File: src/rtl/cfe_pkg.sv
// Package for the condition flag unit.
// Holds the operation codes, the branch test codes and the flag bundle.
// Assumes a 2-bit operation select and a 2-bit branch select.
package cfe_pkg;
    typedef enum logic [1:0] {
        OP_ADD  = 2'd0,
        OP_SUB  = 2'd1,
        OP_CMP  = 2'd2,
        OP_ADD2 = 2'd3
    } op_e;

    typedef enum logic [1:0] {
        BR_EQ = 2'd0,
        BR_NE = 2'd1,
        BR_MI = 2'd2,
        BR_PL = 2'd3
    } br_e;

    typedef struct packed {
        logic neg;
        logic zero;
        logic carry;
        logic ovf;
    } flags_t;

    localparam int FLAG_COUNT = 4;
endpackage

File: src/rtl/cfe_addsub.sv
// Adder/subtractor with explicit carries at the top bit.
// Subtraction is done as a + ~b + 1. The carry into the top bit and the carry
// out of it are produced separately, so overflow is their XOR.
// Assumes W >= 2. The block is purely combinational.
module cfe_addsub #(
    parameter int W = 32
) (
    input  logic [W-1:0] a,
    input  logic [W-1:0] b,
    input  logic         sub,
    output logic [W-1:0] sum,
    output logic         carry_out,
    output logic         overflow
);
    logic [W-1:0] b_eff;
    logic [W-1:0] low_sum;   // W-1 sum bits plus the carry into the top bit
    logic [1:0]   top_sum;

    // Select the true or the inverted second operand.
    always_comb b_eff = sub ? ~b : b;

    // Add the lower W-1 bits; the carry-in is 1 for a subtraction.
    always_comb low_sum = {1'b0, a[W-2:0]} + {1'b0, b_eff[W-2:0]} + {{(W-1){1'b0}}, sub};

    // Add the top bit, taking the carry from the lower part.
    always_comb top_sum = {1'b0, a[W-1]} + {1'b0, b_eff[W-1]} + {1'b0, low_sum[W-1]};

    // Put the sum together and derive the carry and overflow outputs.
    always_comb begin
        sum       = {top_sum[0], low_sum[W-2:0]};
        carry_out = top_sum[1];
        overflow  = top_sum[1] ^ low_sum[W-1];
    end
endmodule

File: src/rtl/cfe_flag_reg.sv
// Condition flag register.
// Loads the new flags when the enable is high and holds them otherwise.
// Reset is synchronous and active low, and clears every flag.
module cfe_flag_reg
    import cfe_pkg::*;
(
    input  logic   clk,
    input  logic   rst_n,
    input  logic   load,
    input  flags_t next_flags,
    output flags_t flags
);
    // Store the flags; load them only when enabled.
    always_ff @(posedge clk) begin
        if (!rst_n) begin
            flags <= '0;
        end else if (load) begin
            flags <= next_flags;
        end
    end

    // flags keep their value on an edge without the enable
    a_r7_hold_when_idle: assert property (@(posedge clk) disable iff (!rst_n)
        (!load && $past(rst_n)) |=> $stable(flags));

    // flags follow the loaded value on an enabled edge
    a_r7_load_follows: assert property (@(posedge clk) disable iff (!rst_n)
        load |=> (flags == $past(next_flags)));
endmodule

File: src/rtl/cfe_cond_eval.sv
// Branch condition evaluator.
// Makes the taken decision for one of four tests on the stored flags.
// Assumes the flags come from a register, so the output does not depend on
// the current arithmetic result.
module cfe_cond_eval
    import cfe_pkg::*;
(
    input  flags_t     flags,
    input  logic [1:0] cond,
    output logic       taken
);
    // Decode the branch test from the selected flag.
    always_comb begin
        unique case (br_e'(cond))
            BR_EQ:   taken =  flags.zero;
            BR_NE:   taken = !flags.zero;
            BR_MI:   taken =  flags.neg;
            BR_PL:   taken = !flags.neg;
            default: taken = 1'b0;
        endcase
    end
endmodule

File: src/rtl/cfe_core.sv
// Top level of the condition flag and branch evaluator.
// Runs add, subtract or compare and registers the result (compare leaves the
// result alone). The flags are written when flag_en is high and are placed in
// the top bits of the status word. The branch decision is made from those flags.
// Reset is synchronous and active low.
module cfe_core
    import cfe_pkg::*;
#(
    parameter int W = 32
) (
    input  logic         clk,
    input  logic         rst_n,
    input  logic [W-1:0] op_a,
    input  logic [W-1:0] op_b,
    input  logic [1:0]   op_sel,
    input  logic         flag_en,
    input  logic [1:0]   br_cond,
    output logic [W-1:0] result,
    output logic [W-1:0] status,
    output logic         br_taken
);
    localparam int PAD = W - FLAG_COUNT;

    logic         is_sub;
    logic         is_cmp;
    logic [W-1:0] sum;
    logic         carry_out;
    logic         overflow;
    flags_t       next_flags;
    flags_t       flags;

    // Decode the operation select.
    always_comb begin
        is_cmp = (op_e'(op_sel) == OP_CMP);
        is_sub = (op_e'(op_sel) == OP_SUB) || is_cmp;
    end

    cfe_addsub #(.W(W)) u_addsub (
        .a         (op_a),
        .b         (op_b),
        .sub       (is_sub),
        .sum       (sum),
        .carry_out (carry_out),
        .overflow  (overflow)
    );

    // Build the candidate flags from the adder output.
    always_comb begin
        next_flags.neg   = sum[W-1];
        next_flags.zero  = (sum == '0);
        next_flags.carry = carry_out;
        next_flags.ovf   = overflow;
    end

    cfe_flag_reg u_flags (
        .clk        (clk),
        .rst_n      (rst_n),
        .load       (flag_en),
        .next_flags (next_flags),
        .flags      (flags)
    );

    // Register the result; a compare leaves it unchanged.
    always_ff @(posedge clk) begin
        if (!rst_n) begin
            result <= '0;
        end else if (!is_cmp) begin
            result <= sum;
        end
    end

    // Put the flags at the top of the status word.
    always_comb status = {flags, {PAD{1'b0}}};

    cfe_cond_eval u_cond (
        .flags (flags),
        .cond  (br_cond),
        .taken (br_taken)
    );

    // Reference sign-rule overflow, used only by the assertion below.
    logic b_sign_eff;
    logic ovf_ref;
    always_comb begin
        b_sign_eff = is_sub ? ~op_b[W-1] : op_b[W-1];
        ovf_ref    = (op_a[W-1] == b_sign_eff) && (sum[W-1] != op_a[W-1]);
    end

    // a compare keeps the previous result
    a_r3_cmp_keeps_result: assert property (@(posedge clk) disable iff (!rst_n)
        (op_sel == 2'd2) |=> $stable(result));

    // an enabled compare of equal operands sets Z and clears N
    a_r4_equal_sets_zero: assert property (@(posedge clk) disable iff (!rst_n)
        (flag_en && op_sel == 2'd2 && op_a == op_b) |=> (status[W-2] && !status[W-1]));

    // the carry-based overflow agrees with the sign rule
    a_r6_ovf_sign_rule: assert property (@(posedge clk) disable iff (!rst_n)
        flag_en |=> (status[W-4] == $past(ovf_ref)));

    // the status bits below the flags are always zero
    a_r9_low_bits_zero: assert property (@(posedge clk) disable iff (!rst_n)
        status[PAD-1:0] == '0);
endmodule

File: config.mk
export PLATFORM = sky130hd
export DESIGN_NAME = cfe_core
export DESIGN_NICKNAME = d
export VERILOG_FILES = /design/src/rtl/cfe_pkg.sv /design/src/rtl/cfe_addsub.sv /design/src/rtl/cfe_flag_reg.sv /design/src/rtl/cfe_cond_eval.sv /design/src/rtl/cfe_core.sv
export SDC_FILE = /design/constraint.sdc
export NUM_CORES = 1
export LEC_CHECK = 0
export ABC_AREA = 1
export BUFFER_PORTS_ARGS = -buffer_cell sky130_fd_sc_hd__buf_4
export CAP_MARGIN = 10
export CORE_ASPECT_RATIO = 1.2
export CORE_MARGIN = 4
export CORE_UTILIZATION = 52
export CTS_BUF_LIST = sky130_fd_sc_hd__clkbuf_4
export DETAILED_ROUTE_END_ITERATION = 8
export PLACE_DENSITY = 0.92
export SLEW_MARGIN = 20
export SYNTH_ARGS = -nofsm -noshare
export SYNTH_HDL_FRONTEND = slang
export SYNTH_SLANG_ARGS = --single-unit
File: constraint.sdc
create_clock -name clk -period 5.4 [get_ports clk]
set_input_delay 0.81 -clock clk [delete_from_list [all_inputs] [get_ports clk]]
set_output_delay 0.81 -clock clk [all_outputs]
set_load 0.01 [all_outputs]
==> flow_metrics.tcl, run 1 <==
set metrics [dict create \
    fmax_mhz 239 \
    whs_ns 0.473 \
    ys_async_sr_fraction_pct 0 \
    cp.arrival_ns 4.47 \
    synth_cell_types 32 \
    finalCriticalPeriod_ns 4.19 \
    crit_fanout 32 \
    wl_per_cell_um 11.3 \
    met1_usage_pct 26.2 \
    leakagePower_nw 3.24 \
    dpl.hpwl_um 9880 \
    grt_max_degree 51 \
    initial_core_util_pct 54.0 \
    max_stage_delay_ns 0.53 \
    cp.depth 28 \
    vias_per_cell 4.78 \
    endpoint "u_flags.flags[2]$_SDFFE_PN0P_" \
    crit_buf_inv 4 \
    clk_pin_slew_ns 0.11 \
    endpoint_kind "flop" \
    seq_area_frac_synth_pct 16.3 \
    placed_cells 993 \
    cts.sinks 36 \
    die_h_um 109 \
    syn_inst 785 \
    tightest_slew_ns 0.703 \
    r2r_start "result[27]$_SDFFE_PN0P_" \
    power.density_nw_per_um2 260 \
    ys_ff_latch 36 \
    cts_hold_buf 0 \
    maxCapViolCount 0 \
    rr_worst_depth 4 \
    crit_type "primary input to flop" \
    tritoncts "yes" \
    h-tree-depth 2 \
    core_sq_um 8200 \
    synth_top_flop_cell "dfxtp_1" \
    synth-adder-area-share_pct 9.67 \
    drc 0 \
    r2r_end "result[27]$_SDFFE_PN0P_" \
    synth_compound_area_share_pct 8.09 \
    clk_latency_ns 0.34 \
    finalSetupTns_ns 0 \
    ant_nets 0 \
    num_antenna_cells 0 \
    grtUsageMet3_pct 2.62 \
    peakVddDrop_uv 96.3 \
    slew_headroom_pct 53.1 \
    r2r_setup_slack_ns 4.65 \
    synthSimpleGateAreaFrac_pct 39.5 \
    layout-drive-gt1-share_pct 15.1 \
    setup_viol_count_final 0 \
    grt_pass1_wl_um 18900 \
    grt.busiest_layer "met2" \
    ys_warn_count 0 \
    drtPass1Iterations 5 \
    io_pins 136 \
    cts_root_buffer "clkbuf_4" \
    drt-initial-drc-count 210 \
    std_cell_rows 36 \
    port_buffers 107 \
    grtUsageTotal_pct 22.8 \
    status "complete, no violations" \
    fin_skew_ns 0 \
    cpMostUsedCell "nand2_1" \
    finalNonFillerCells 1001 \
    synth_xor_area_share_pct 7.72 \
    antenna_found_initial 0 \
    slowest_stage "fa_1" \
    crit_start "op_sel[1]" \
    worstSetupStartpointType "primary input" \
    syn_area_per_cell_sq_um 5.64 \
    synth_top_family_by_area "simple AND/OR/NAND/NOR gates" \
    ctsResizeCount 0 \
    numCtsBuffers 5 \
    fin_crit_sh_pct 77.6 \
    route.vias.total 4784 \
    finalHoldViolCount 0 \
    cts_setup_buffers 0 \
    dieWidth_um 92.2 \
    areaGrowthSynthToFinish_pct 20.1 \
    overflow 0 \
    grt_pass1_vias 4417 \
    rsz0062_at_grt "false" \
    crit_family "simple AND/OR/NAND/NOR gates" \
    crit_required_ns 5.68 \
    clockBufferDepth 2 \
    dieArea_sq_um 10100 \
    slew_violations 0 \
    wirelength_um 11300 \
    use_met2_pct 42.5 \
    synth_mux_area_share_pct 0 \
    gp_congestion 0.906 \
    hold_class "flop to flop" \
    synth-edff-count 0 \
    syn_area_sq_um 4420 \
    nets 990 \
]
-- Yosys cell counts (2+ instances only) --
cell        n  area (sq um)
inv_1     149           559
dfxtp_1    36           721
a21oi_1    19          95.1
buf_1       2          7.51
ha_1       31           388
and2_1      2          12.5
nand3_1    21           105
nor3_1      2          10.0
nor2_1     84           315
o21ai_0    19          95.1
nand2_1   279          1050
fa_1        2          40.0
clkbuf_1   10          37.5
buf_4      28           210
nor2_2      3          18.8
xnor2_1    35           307
nand2_2     8          50.1
inv_2       2          7.51
nand4_1     8          50.1
nand3b_1   12          90.1
nand3_2     2          20.0
a21oi_2     2          17.5
o211ai_1   17           128
xor2_1      4          35.0
-- layer usage --
metal  vias up  part of all wire [%]
met2       170                    50
met3        31                   6.5
met1      2062                    41
li1       2521                     -
met5         -                     0
met4         0                   2.7
-- cell families after synthesis --
family | count (synthesis)
AOI/OAI and AO/OA | 60
xor gates and xnor gates | 39
DFF | 36
buffers and inverters | 192
other | 1
and+or+nand+nor | 424
adders and majority gates | 33
-- layout make-up --
| cell class | instances | area (sq um) |
|---|---|---|
| inverter | 151 | 567 |
| sequential | 36 | 721 |
| timing repair buffer | 108 | 823 |
| clock inverter | 2 | 35.0 |
| fill | 800 | 2890 |
| tap | 114 | 143 |
| multi-input combinational | 584 | 2980 |
| clock buffer | 6 | 45.0 |
-- registers in the layout, summed over array words and instances, names as in the netlist --
register	count
result	32
u_flags.flags	4
-- how the worst min path moves through the flow --
stage | from | end | slack (ns) | cells past startpoint
2_1_floorplan | u_flags.flags[1]$_SDFFE_PN0P_ | u_flags.flags[1]$_SDFFE_PN0P_ | 0.48 | 2
3_3_place_gp | u_flags.flags[0]$_SDFFE_PN0P_ | u_flags.flags[0]$_SDFFE_PN0P_ | 0.45 | 2
3_5_place_dp | u_flags.flags[0]$_SDFFE_PN0P_ | u_flags.flags[0]$_SDFFE_PN0P_ | 0.46 | 2
4_1_cts | u_flags.flags[0]$_SDFFE_PN0P_ | u_flags.flags[0]$_SDFFE_PN0P_ | 0.47 | 2
5_1_grt | u_flags.flags[1]$_SDFFE_PN0P_ | u_flags.flags[1]$_SDFFE_PN0P_ | 0.51 | 2
6_report | u_flags.flags[1]$_SDFFE_PN0P_ | u_flags.flags[1]$_SDFFE_PN0P_ | 0.47 | 2
-- cells in the final DEF, fill, tap and decap left out, drive strengths merged, types with 21 or more instances in the layout --
| cell | instances |
|---|---|
| dfxtp | 36 |
| buf | 108 |
| nand2 | 287 |
| ha | 31 |
| nand3 | 23 |
| inv | 151 |
| conb | 28 |
| xnor2 | 35 |
| a21oi | 21 |
| nor2 | 87 |
-- through the flow --
step                      setup slack [ns]  power, mW  utilization (%)  cell area, sq um
after floorplan                       1.05      0.934                -              4530
after global placement               0.940       1.17             63.8              5230
after detailed placement             0.833       1.18             63.8              5230
after CTS                             1.20       1.38             64.8              5310
after global routing                 0.753       1.51             64.8              5310
final                                 1.21       1.38             64.8              5310
-- tightest hold or removal path: cells and delay by family, from the launching register on --
| family | cells | cell delay [ns] |
|---|---|---|
| flip-flops | 1 | 0.33 |
| AO/OA/AOI/OAI | 1 | 0.05 |
| AND/OR/NAND/NOR | 1 | 0.06 |
-- power by group --
group	switching, mW	internal (mW)	leakage [nW]
Clock	0.0911	0.102	0.0456
Sequential	0.0254	0.312	0.300
Combinational	0.513	0.336	2.89
Total	0.629	0.750	3.24
No activity file was read; power rests on OpenSTA's default activity.
==> run 2, diff against run 1 <==
- ABC_AREA: 1 -> 0
- CORE_UTILIZATION: 52 -> 47
- PLACE_DENSITY: 0.92 -> 0.9
- clock period: 5.4 -> 3.8 ns (I/O delays scaled with it)
==> run 2 against run 1 <==
Final cell count decreased by 23%. Synthesized cell count decreased by 37%. Utilization increased by 5.4 points. The flow now finishes with violations (negative setup slack). Sequential power increased by 50%. Routed wire length increased by 9.4%. Area after synthesis decreased by 13%. Critical endpoint unchanged. Largest power group unchanged. Clock power increased by 4%. Setup slack got worse by 1.5 ns. Global-route usage increased by 1.9 points. Via count decreased by 9.2%. Register-to-register slack got worse by 1.7 ns.
==> flow_metrics.tcl, run 2 <==
set metrics [dict create \
    yosysTopAreaCellShare_pct 18.7 \
    reg_top3 "result x32, u_flags.flags x4" \
    die_h_um 107 \
    slowest_stage "fa_1" \
    dpl.hpwl_um 10200 \
    fmax_mhz 242 \
    clock_power_share_pct 8.8 \
    holdPathEnd "result[3]$_SDFFE_PN0P_" \
    ys_ff_latch 36 \
    finalNonFillerCells 775 \
    synth-edff-count 0 \
    syn_area_sq_um 3860 \
    grtUsageTotal_pct 24.7 \
    cts.sinks 36 \
    setup_ws_ns -0.331 \
    setup_viol_count_final 1 \
    fillers 583 \
    cpMostUsedCell "nand4_1" \
    route.vias.total 4346 \
    max_stage_delay_ns 0.50 \
    r2r_end "result[17]$_SDFFE_PN0P_" \
    crit_start "op_sel[0]" \
    numCtsBuffers 5 \
    mostFrequentLayoutCells "buf_4, nand2_1, xnor2_1" \
    layout-drive-gt1-share_pct 36.2 \
    fin_skew_ns 0 \
    leakagePower_nw 2.63 \
    drtPass1Iterations 5 \
    largest_reg_flops 32 \
    crit_buf_inv 3 \
    port_buffers 107 \
    top_register "result" \
    num_antenna_cells 0 \
    slew_violations 0 \
    rr_worst_depth 2 \
    synth_top_flop_cell "dfxtp_1" \
    violations "negative setup slack" \
    core_sq_um 7840 \
    wl_per_cell_um 16.0 \
    antenna_found_initial 0 \
    hold_class "flop to flop" \
    power_frac_seq_pct 22.1 \
    clk_pin_slew_ns 0.11 \
    hold_start "result[3]$_SDFFE_PN0P_" \
    finalHoldViolCount 0 \
    synth_largest_area_cell "dfxtp_1" \
    tritoncts "yes" \
    r2r_start "result[17]$_SDFFE_PN0P_" \
    status "finished with violations" \
    dieWidth_um 90.7 \
    switching_share_pct 43.2 \
    switching_power_uw 983 \
    placed_cells 766 \
    initial_core_util_pct 49.2 \
    path_cells "buf_4, inv_6, ha_4, buf_12, xnor2_1, ha_1, a21oi_1, o211ai_1, a21oi_2, nor2_1, o211ai_1, a31o_1, a21oi_2, fa_1, and4b_1, nand3_1, a21oi_1, nand4_1, nor4_2, nand4_1, nor4_2, nand4_1, nand2_1" \
    ant_nets 0 \
    r2r_setup_slack_ns 2.94 \
    yosysMostFrequentCell "nand2_1" \
    multi_input_area_sq_um 3000 \
    netlist_top_cells_area "dfxtp_1, ha_1, xnor2_1" \
    cts_hold_buf 0 \
    seq_area_frac_synth_pct 18.7 \
    dieArea_sq_um 9720 \
    power.density_nw_per_um2 414 \
    syn_inst 491 \
    p_int_mw 1.29 \
    rsz0062_at_grt "true" \
    fin_crit_sh_pct 109 \
    areaGrowthSynthToFinish_pct 42.8 \
    crit_fanout 10 \
    crit_family "compound AO/OA/AOI/OAI gates" \
    pwr-share-comb_pct 69.1 \
    cts_root_buffer "clkbuf_4" \
    std_cell_rows 35 \
    wirelength_um 12400 \
    hold_depth 2 \
    crit_required_ns 4.12 \
    worstSetupStartpointType "primary input" \
    ys_async_sr_fraction_pct 0 \
    synth_cell_types 73 \
    syn_area_per_cell_sq_um 7.85 \
    nets 787 \
    ys_warn_count 0 \
    synth_common_cells "nand2_1, xnor2_1, a21oi_1" \
    clk_latency_ns 0.36 \
    grt_pass1_vias 4348 \
    maxCapViolCount 0 \
    overflow 0 \
    post-route-util_pct 70.2 \
    grt_max_degree 43 \
    h-tree-depth 2 \
    regArea_sq_um 721 \
    gp_congestion 0.959 \
    drt-initial-drc-count 274 \
    peakVddDrop_uv 261 \
    vias_per_cell 5.61 \
    grt_pass1_wl_um 19900 \
    endpoint_kind "flop" \
    finalCriticalPeriod_ns 4.13 \
    drc 0 \
    cp.arrival_ns 4.45 \
    finalPower_mw 2.28 \
    io_pins 136 \
    clockBufferDepth 2 \
    crit_type "primary input to flop" \
    layout_commonest_cell "buf_4" \
]
==> run 2: cell types whose count changed in the layout (fill, tap and decap cells not counted), moves of 13 or more <==
cell	change
buf_4	+97
a21oi_1	+15
nor2_1	-57
nand2_1	-232
and2_1	+13
inv_1	-138
nand3_1	-13
==> run 2: power groups by stage <==
stage | Combinational (mW) | Clock [mW] | Sequential [mW]
after detailed placement | 1.52 | 0 | 0.510
after CTS | 1.55 | 0.191 | 0.503
final | 1.57 | 0.200 | 0.504
after floorplan | 0.855 | 0 | 0.538
after global placement | 1.46 | 0 | 0.507
after global routing | 1.71 | 0.212 | 0.512
==> run 2: routing by layer <==
metal	up-vias	share of wire, %	GRT usage [%]
met1	2004	37	26.5
met2	219	52	46.3
met5	-	0	0
met3	51	7.4	5.75
li1	2072	-	-
met4	0	3.6	9.85
==> run 2: timing repair <==
item	CTS	global route
pin swaps	4	0
setup buffers	2	0
endpoints found under the setup margin	1	1
resized for setup	5	4
==> run 2: cells by family after synthesis <==
kind of cell,synth area share (%)
compound gates,23.6
xor+xnor,12.3
fa+ha+maj,11.1
buf+inv,8.92
flops,18.7
mux,3.73
other cells,0.0972
simple gates,21.6
==> run 2: final cells by class <==
type                       instances  area share (%)
tap                               92            2.09
timing repair buffer             207            28.6
multi-input combinational        420            54.4
sequential                        36            13.1
clock inverter                     2           0.136
clock buffer                       5           0.682
inverter                          13           0.977
==> run 2: per-stage QoR <==
stage	worst slack [ns]	hold WS, ns	setup TNS, ns	area [sq um]
finish	-0.331	0.483	-0.331	5510
global route	-0.752	0.505	-0.752	5510
CTS	-0.391	0.488	-0.391	5490
detailed placement	-0.994	0.473	-1.42	5380
global placement	-0.853	0.454	-0.853	5380
floorplan	-0.630	0.485	-0.630	4060
==> run 2: worst max-delay path by stage <==
| stage | to | slack (ns) | cells after the start |
|---|---|---|---|
| 2_1_floorplan | u_flags.flags[2]$_SDFFE_PN0P_ | -0.63 | 23 |
| 3_3_place_gp | u_flags.flags[2]$_SDFFE_PN0P_ | -0.85 | 22 |
| 3_5_place_dp | u_flags.flags[2]$_SDFFE_PN0P_ | -0.99 | 22 |
| 4_1_cts | u_flags.flags[2]$_SDFFE_PN0P_ | -0.39 | 24 |
| 5_1_grt | u_flags.flags[2]$_SDFFE_PN0P_ | -0.75 | 23 |
| 6_report | u_flags.flags[2]$_SDFFE_PN0P_ | -0.33 | 23 |
==> run 2: tightest hold or removal path: cells and delay by family, from the launching register on <==
kind | cells | cell delay [ns]
AND/OR/NAND/NOR | 1 | 0.06
flip-flops | 1 | 0.32
AO/OA/AOI/OAI | 1 | 0.06
